$ cat config.mk
export PLATFORM = sky130hd
export DESIGN_NAME = memdep_scoreboard
export DESIGN_NICKNAME = d
export VERILOG_FILES = /design/src/rtl/memdep_scoreboard.sv
export SDC_FILE = /design/constraint.sdc
export NUM_CORES = 2
export LEC_CHECK = 0
export BUFFER_PORTS_ARGS = -buffer_cell sky130_fd_sc_hd__buf_4
export CAP_MARGIN = 0
export CORE_ASPECT_RATIO = 1.4
export CORE_MARGIN = 10
export CORE_UTILIZATION = 60
export DETAILED_ROUTE_END_ITERATION = 12
export PLACE_DENSITY_LB_ADDON = 0.05
export SYNTH_ARGS = -nofsm -noshare
export SYNTH_HDL_FRONTEND = slang
export SYNTH_SLANG_ARGS = --single-unit
$ cat constraint.sdc
create_clock -name clk -period 74.6 [get_ports clk]
set_input_delay 3.73 -clock clk [delete_from_list [all_inputs] [get_ports clk]]
set_output_delay 3.73 -clock clk [all_outputs]
set_load 0.05 [all_outputs]
$ cat src/rtl/memdep_scoreboard.sv
module memdep_scoreboard #(
  parameter int NE = 16,
  parameter int NS = 8,
  parameter int SW = 8,
  parameter int PW = 16
) (
  input  logic          clk,
  input  logic          rst_n,
  input  logic          ins_valid,
  input  logic [SW-1:0] ins_seq,
  input  logic [PW-1:0] ins_pc,
  input  logic [1:0]    ins_kind,
  input  logic          ins_nonspec,
  input  logic          ins_regs_rdy,
  input  logic [SW-1:0] ins_pred_seq,
  output logic          full,
  input  logic          rr_valid,
  input  logic [SW-1:0] rr_seq,
  input  logic          nsr_valid,
  input  logic [SW-1:0] nsr_seq,
  output logic          top_valid,
  output logic [SW-1:0] top_seq,
  output logic [PW-1:0] top_pc,
  output logic          top_is_store,
  input  logic          pop,
  output logic          iss_valid,
  output logic [SW-1:0] iss_seq,
  output logic [PW-1:0] iss_pc,
  output logic          iss_is_store,
  input  logic          sq_valid,
  input  logic [SW-1:0] sq_seq,
  input  logic          vio_valid,
  input  logic [PW-1:0] vio_load_pc,
  input  logic [PW-1:0] vio_store_pc,
  output logic          pv_valid,
  output logic [PW-1:0] pv_load_pc,
  output logic [PW-1:0] pv_store_pc,
  output logic          err
);
  localparam int EIW = (NE > 1) ? $clog2(NE) : 1;
  localparam int SIW = (NS > 1) ? $clog2(NS) : 1;

  logic [NE-1:0] e_v, e_rdy, e_regs, e_mem, e_ns, e_lnk, e_st;
  logic [NE-1:0] n_v, n_rdy, n_regs, n_mem, n_ns, n_lnk, n_st;
  logic [SW-1:0] e_seq [NE], e_lseq [NE], n_seq [NE], n_lseq [NE];
  logic [PW-1:0] e_pc [NE], n_pc [NE];
  logic [NS-1:0] s_v, n_sv;
  logic [SW-1:0] s_seq [NS], n_sseq [NS];

  logic           t_hit, f_hit, sf_hit, dup, pred_hit;
  logic [EIW-1:0] t_idx, f_idx;
  logic [SIW-1:0] sf_idx;
  logic [SW-1:0]  t_seq;
  logic           legal, is_st, ins_ok, do_pop, wake;

  always_comb begin
    t_hit = 1'b0; t_idx = '0; t_seq = '0;
    for (int i = 0; i < NE; i++)
      if (e_v[i] && e_rdy[i] && (!t_hit || e_seq[i] < t_seq)) begin
        t_hit = 1'b1; t_idx = EIW'(i); t_seq = e_seq[i];
      end
    f_hit = 1'b0; f_idx = '0;
    for (int i = NE-1; i >= 0; i--)
      if (!e_v[i]) begin f_hit = 1'b1; f_idx = EIW'(i); end
    sf_hit = 1'b0; sf_idx = '0;
    for (int j = NS-1; j >= 0; j--)
      if (!s_v[j]) begin sf_hit = 1'b1; sf_idx = SIW'(j); end
  end

  assign top_valid    = t_hit;
  assign top_seq      = t_seq;
  assign top_pc       = e_pc[t_idx];
  assign top_is_store = t_hit & e_st[t_idx];

  assign do_pop       = pop & t_hit & ~sq_valid;
  assign wake         = do_pop & e_st[t_idx];
  assign iss_valid    = do_pop;
  assign iss_seq      = t_seq;
  assign iss_pc       = e_pc[t_idx];
  assign iss_is_store = top_is_store;

  assign pv_valid    = vio_valid;
  assign pv_load_pc  = vio_load_pc;
  assign pv_store_pc = vio_store_pc;

  always_comb begin
    dup = 1'b0; pred_hit = 1'b0;
    for (int j = 0; j < NS; j++) begin
      if (s_v[j] && s_seq[j] == ins_seq) dup = 1'b1;
      if (s_v[j] && s_seq[j] == ins_pred_seq) pred_hit = 1'b1;
    end
    if (ins_pred_seq == '0 || (wake && t_seq == ins_pred_seq)) pred_hit = 1'b0;
  end

  assign full   = ~f_hit | ~sf_hit;
  assign legal  = (ins_kind == 2'b01) | (ins_kind == 2'b10);
  assign is_st  = ins_kind == 2'b10;
  assign ins_ok = ins_valid & ~sq_valid & legal & ~full & ~(is_st & dup);

  always_comb begin
    n_v = e_v; n_rdy = e_rdy; n_regs = e_regs; n_mem = e_mem;
    n_ns = e_ns; n_lnk = e_lnk; n_st = e_st;
    n_seq = e_seq; n_lseq = e_lseq; n_pc = e_pc;
    n_sv = s_v; n_sseq = s_seq;
    if (sq_valid) begin
      for (int i = 0; i < NE; i++)
        if (e_v[i] && e_seq[i] > sq_seq) begin n_v[i] = 1'b0; n_lnk[i] = 1'b0; end
      for (int j = 0; j < NS; j++)
        if (s_v[j] && s_seq[j] > sq_seq) n_sv[j] = 1'b0;
    end else begin
      for (int i = 0; i < NE; i++) begin
        if (do_pop && EIW'(i) == t_idx) n_v[i] = 1'b0;
        if (wake && e_lnk[i] && e_lseq[i] == t_seq) begin
          n_mem[i] = 1'b1; n_lnk[i] = 1'b0;
        end
        if (rr_valid && e_seq[i] == rr_seq) n_regs[i] = 1'b1;
        if (nsr_valid && e_ns[i] && e_seq[i] == nsr_seq) n_rdy[i] = 1'b1;
        if (!e_ns[i] && n_regs[i] && n_mem[i]) n_rdy[i] = 1'b1;
      end
      for (int j = 0; j < NS; j++)
        if (wake && s_v[j] && s_seq[j] == t_seq) n_sv[j] = 1'b0;
      if (ins_ok) begin
        n_v[f_idx]    = 1'b1;
        n_seq[f_idx]  = ins_seq;
        n_pc[f_idx]   = ins_pc;
        n_st[f_idx]   = is_st;
        n_ns[f_idx]   = ins_nonspec;
        n_regs[f_idx] = ins_regs_rdy;
        n_lnk[f_idx]  = ~ins_nonspec & pred_hit;
        n_lseq[f_idx] = ins_pred_seq;
        n_mem[f_idx]  = ~ins_nonspec & ~pred_hit;
        n_rdy[f_idx]  = ~ins_nonspec & ~pred_hit & ins_regs_rdy;
        if (is_st) begin
          n_sv[sf_idx]   = 1'b1;
          n_sseq[sf_idx] = ins_seq;
        end
      end
    end
  end

  always_ff @(posedge clk) begin
    if (!rst_n) begin
      e_v <= '0; e_rdy <= '0; e_regs <= '0; e_mem <= '0;
      e_ns <= '0; e_lnk <= '0; e_st <= '0; s_v <= '0; err <= 1'b0;
    end else begin
      e_v <= n_v; e_rdy <= n_rdy; e_regs <= n_regs; e_mem <= n_mem;
      e_ns <= n_ns; e_lnk <= n_lnk; e_st <= n_st; s_v <= n_sv;
      err <= ins_valid & ~sq_valid & ~ins_ok;
    end
  end

  always_ff @(posedge clk) begin
    e_seq <= n_seq; e_lseq <= n_lseq; e_pc <= n_pc; s_seq <= n_sseq;
  end
endmodule

==> flow_metrics.py <==
metrics = {
    "synthesis": {
        "synth_area_leaders": "edfxtp_1 (40%), ha_1 (8.0%), xor2_1 (5.7%)",
        "synth_cell_type_count": 109,
        "synth_top_area_share_pct": 39.66,
        "ys_seq_area_share_pct": 45.22,
        "yosysTopAreaCell": "edfxtp_1",
        "synth-seq-cells": 697,
        "synthesis.nets": 4591,
        "synth.avg_cell_area_sq_um": 10.36,
        "synth_edf_count": 576,
        "netlist_area_sq_um": 43610,
        "async_reset_ff_share_pct": 0,
        "dominantRegCellSynth": "edfxtp_1",
        "syn_inst": 4211,
        "yosys_warnings": 0,
    },
    "timing": {
        "rsz0062_at_grt": "no",
        "fmax_ghz": 0.02486,
        "post-route-period-util_pct": 53.91,
        "hold_violations": 0,
        "finClkSkew_ns": 0.03384,
        "timing.hold.ws_ns": 0.4637,
        "slew_headroom_pct": 20.28,
        "tightest_slew_ns": 1.196,
        "setup_viol": 0,
        "setup-tns-final_ns": 0,
        "maxSlewViolCount": 0,
        "finalWorstPathRequiredPeriod_ns": 40.22,
        "timing.final.ws_setup_ns": 34.38,
    },
    "placement": {
        "io_buffers": 120,
        "dp.final_hpwl_um": 100200,
        "place.gp.congestion": 0.9887,
        "place_ws_ns": 35.67,
    },
    "global_routing": {
        "grt_pass1_vias": 34741,
        "grt_usage_pct": 35.99,
        "grt_start_max_net_pins": 73,
        "antenna_found_initial": 2,
        "grt_pass1_wl_um": 226100,
        "grt_overflow": 0,
    },
    "cts": {
        "clkLatencyLatePin_ns": 0.66,
        "clock_sinks": 697,
        "cts_setup_buffers": 0,
        "path_clk_slew_ns": 0.06,
        "cts_buffers": 72,
        "cts_hold_buf": 0,
        "htree_num_levels": 3,
        "cts-root-buf": "clkbuf_16",
        "cts_tree": "built",
        "cts_resized": 0,
        "clockBufferDepth": 3,
    },
    "route": {
        "drc": 0,
        "wl_per_cell_um": 29.87,
        "dr_total_vias": 35785,
        "first_pass_iters": 8,
        "ant_nets": 0,
        "drt-total-wl_um": 154500,
        "viasPerCell": 6.916,
        "first_iter_violations": 4224,
    },
    "critical_path": {
        "crit_top_cell": "a21o_1",
        "path_class": "reg -> out",
        "cp_slowest_cell": "o31ai_1",
        "endpoint_kind": "output port",
        "crit_required_ns": 70.87,
        "start_kind": "register",
        "critical_path_arrival_ns": 36.49,
        "crit_path_max_incr_delay_ns": 0.78,
        "critPathMaxFanout": 20,
    },
    "cells_and_area": {
        "final_common_cell": "edfxtp_1",
        "drive_above_1_share_pct": 9.362,
        "antennaDiodeCount": 0,
        "fin_nets": 4552,
        "final_cell_mix": "edfxtp_1 (576), nand2_1 (416), xor2_1 (285), xnor2_1 (280), ha_1 (280)",
        "area_growth_pct": 7.910,
        "fin_util_pct": 65.50,
    },
    "power": {
        "power.share.combinational_pct": 6.6,
        "p_per_area_nw_per_um2": 17.63,
        "leakage_uw": 0.01670,
        "sw_frac_of_total_pct": 24.14,
        "power_uw": 829.6,
        "peakVddDrop_uv": 21.88,
        "sequentialPowerShare_pct": 51.0,
        "p_clk_share_pct": 42.4,
        "p_switching_uw": 200.3,
        "internal_power_uw": 629.3,
    },
    "min_path": {
        "worstHoldPathType": "reg -> reg",
    },
    "outcome": {
        "outcome": "finished clean",
    },
    "die": {
        "die_x_um": 247.9,
        "die_area_sq_um": 84020,
        "io_pins": 187,
        "chipHeight_um": 339.0,
        "fp.coreArea_sq_um": 71840,
        "row_count": 116,
        "start_util_pct": 60.70,
    },
    "run": {
        "cap_violations": 0,
    },
}
-- sequential cells by signal, summed over array words and instances (netlist names) --
signal / flops
e_st: 16
err: 1
s_seq: 64
e_seq: 128
s_v: 8
e_lseq: 128
e_mem: 16
e_regs: 16
e_ns: 16
e_pc: 256
e_v: 16
e_rdy: 16
e_lnk: 16
-- critical path, delay by kind of cell (launching register included) --
kind            cells  cell delay, ns
fa+ha+maj          15            4.50
buf+inv            16            2.05
compound gates     84           18.81
mux                 4            1.35
flops               1            0.56
simple gates       36            8.47
-- through the flow --
step / area, sq um / std cells
5_1_grt: 47060 / 5174
2_1_floorplan: 43610 / 4211
3_5_place_dp: 44810 / 5042
3_3_place_gp: 44810 / 5042
6_report: 47060 / 5174
4_1_cts: 47060 / 5174
-- metal layers --
| layer | vias up | GRT usage [%] | wire length, um |
|---|---|---|---|
| li1 | 15635 | - | - |
| met3 | 686 | 7.711 | 16010 |
| met2 | 2234 | 57.40 | 71300 |
| met1 | 17230 | 42.70 | 55220 |
| met5 | - | 0 | 0 |
| met4 | 0 | 24.62 | 12000 |
-- worst paths after layout --
kind / endpoint / startpoint / depth (start not counted) / slack, ns
worst min register to register: e_st[1]$_SDFFE_PN0P_ / e_st[1]$_SDFFE_PN0P_ / 2 / 0.46
worst min-delay path: e_st[1]$_SDFFE_PN0P_ / e_st[1]$_SDFFE_PN0P_ / 2 / 0.46
worst max-delay path: top_pc[15] / e_v[0]$_SDFFE_PN0P_ / 155 / 34.38
worst max register to register: e_rdy[3]$_SDFFE_PN0N_ / e_v[0]$_SDFFE_PN0P_ / 158 / 37.83
-- Yosys cell counts, types with 7 or more instances --
library cell and count:
inv_1 142, and2_1 17, nor2b_1 38, mux2i_1 48, o22ai_1 19, a21o_1 56
or2_2 11, o2111ai_1 17, nand2b_1 44, a21oi_1 219, o21ai_1 25, o31a_1 8
o21a_1 39, a31oi_1 62, o31ai_1 22, nor3_1 53, dfxtp_1 121, nand3_1 96
a211oi_1 36, a222oi_1 67, o311ai_0 14, mux2_2 11, a221oi_1 20, o221ai_1 25
or3_1 21, edfxtp_1 576, xor2_1 285, buf_2 30, o21ai_0 162, clkbuf_1 159
o211ai_1 21, nand2_1 417, o22a_1 14, buf_1 30, xnor2_1 280, or2_1 7
ha_1 280, a22oi_1 10, clkinv_1 8, nor2_1 204, and3_1 16, buf_4 66
nor4_1 97, nand4_1 130
-- final cells by class --
| type | count | area [sq um] |
|---|---|---|
| multi-input cells | 3069 | 22000 |
| repair buffers | 176 | 1321 |
| clock inverters | 44 | 347.8 |
| flip-flops and latches | 697 | 19720 |
| inverters | 156 | 585.6 |
| well taps | 944 | 1181 |
| clock buffers | 88 | 1903 |
| fillers | 5715 | 24780 |
-- cell families after synthesis --
kind of cell               after synthesis  synth area share (%)
DFF                                    697                 45.22
xor gates and xnor gates               565                 11.35
buffers and inverters                  445                 4.553
and+or+nand+nor                       1191                 13.49
AOI/OAI and AO/OA                      961                 15.59
muxes                                   68                 1.676
adders and majority gates              284                 8.131
-- power groups by stage --
stage / Sequential (uW) / Clock [uW] / Combinational [uW]
after global placement: 431 / 0 / 52.2
after detailed placement: 431 / 0 / 53.1
final: 423 / 352 / 55.0
after CTS: 423 / 354 / 53.3
after floorplan: 431 / 0 / 35.0
after global routing: 423 / 368 / 57.8
No activity file was read; power rests on OpenSTA's default activity.
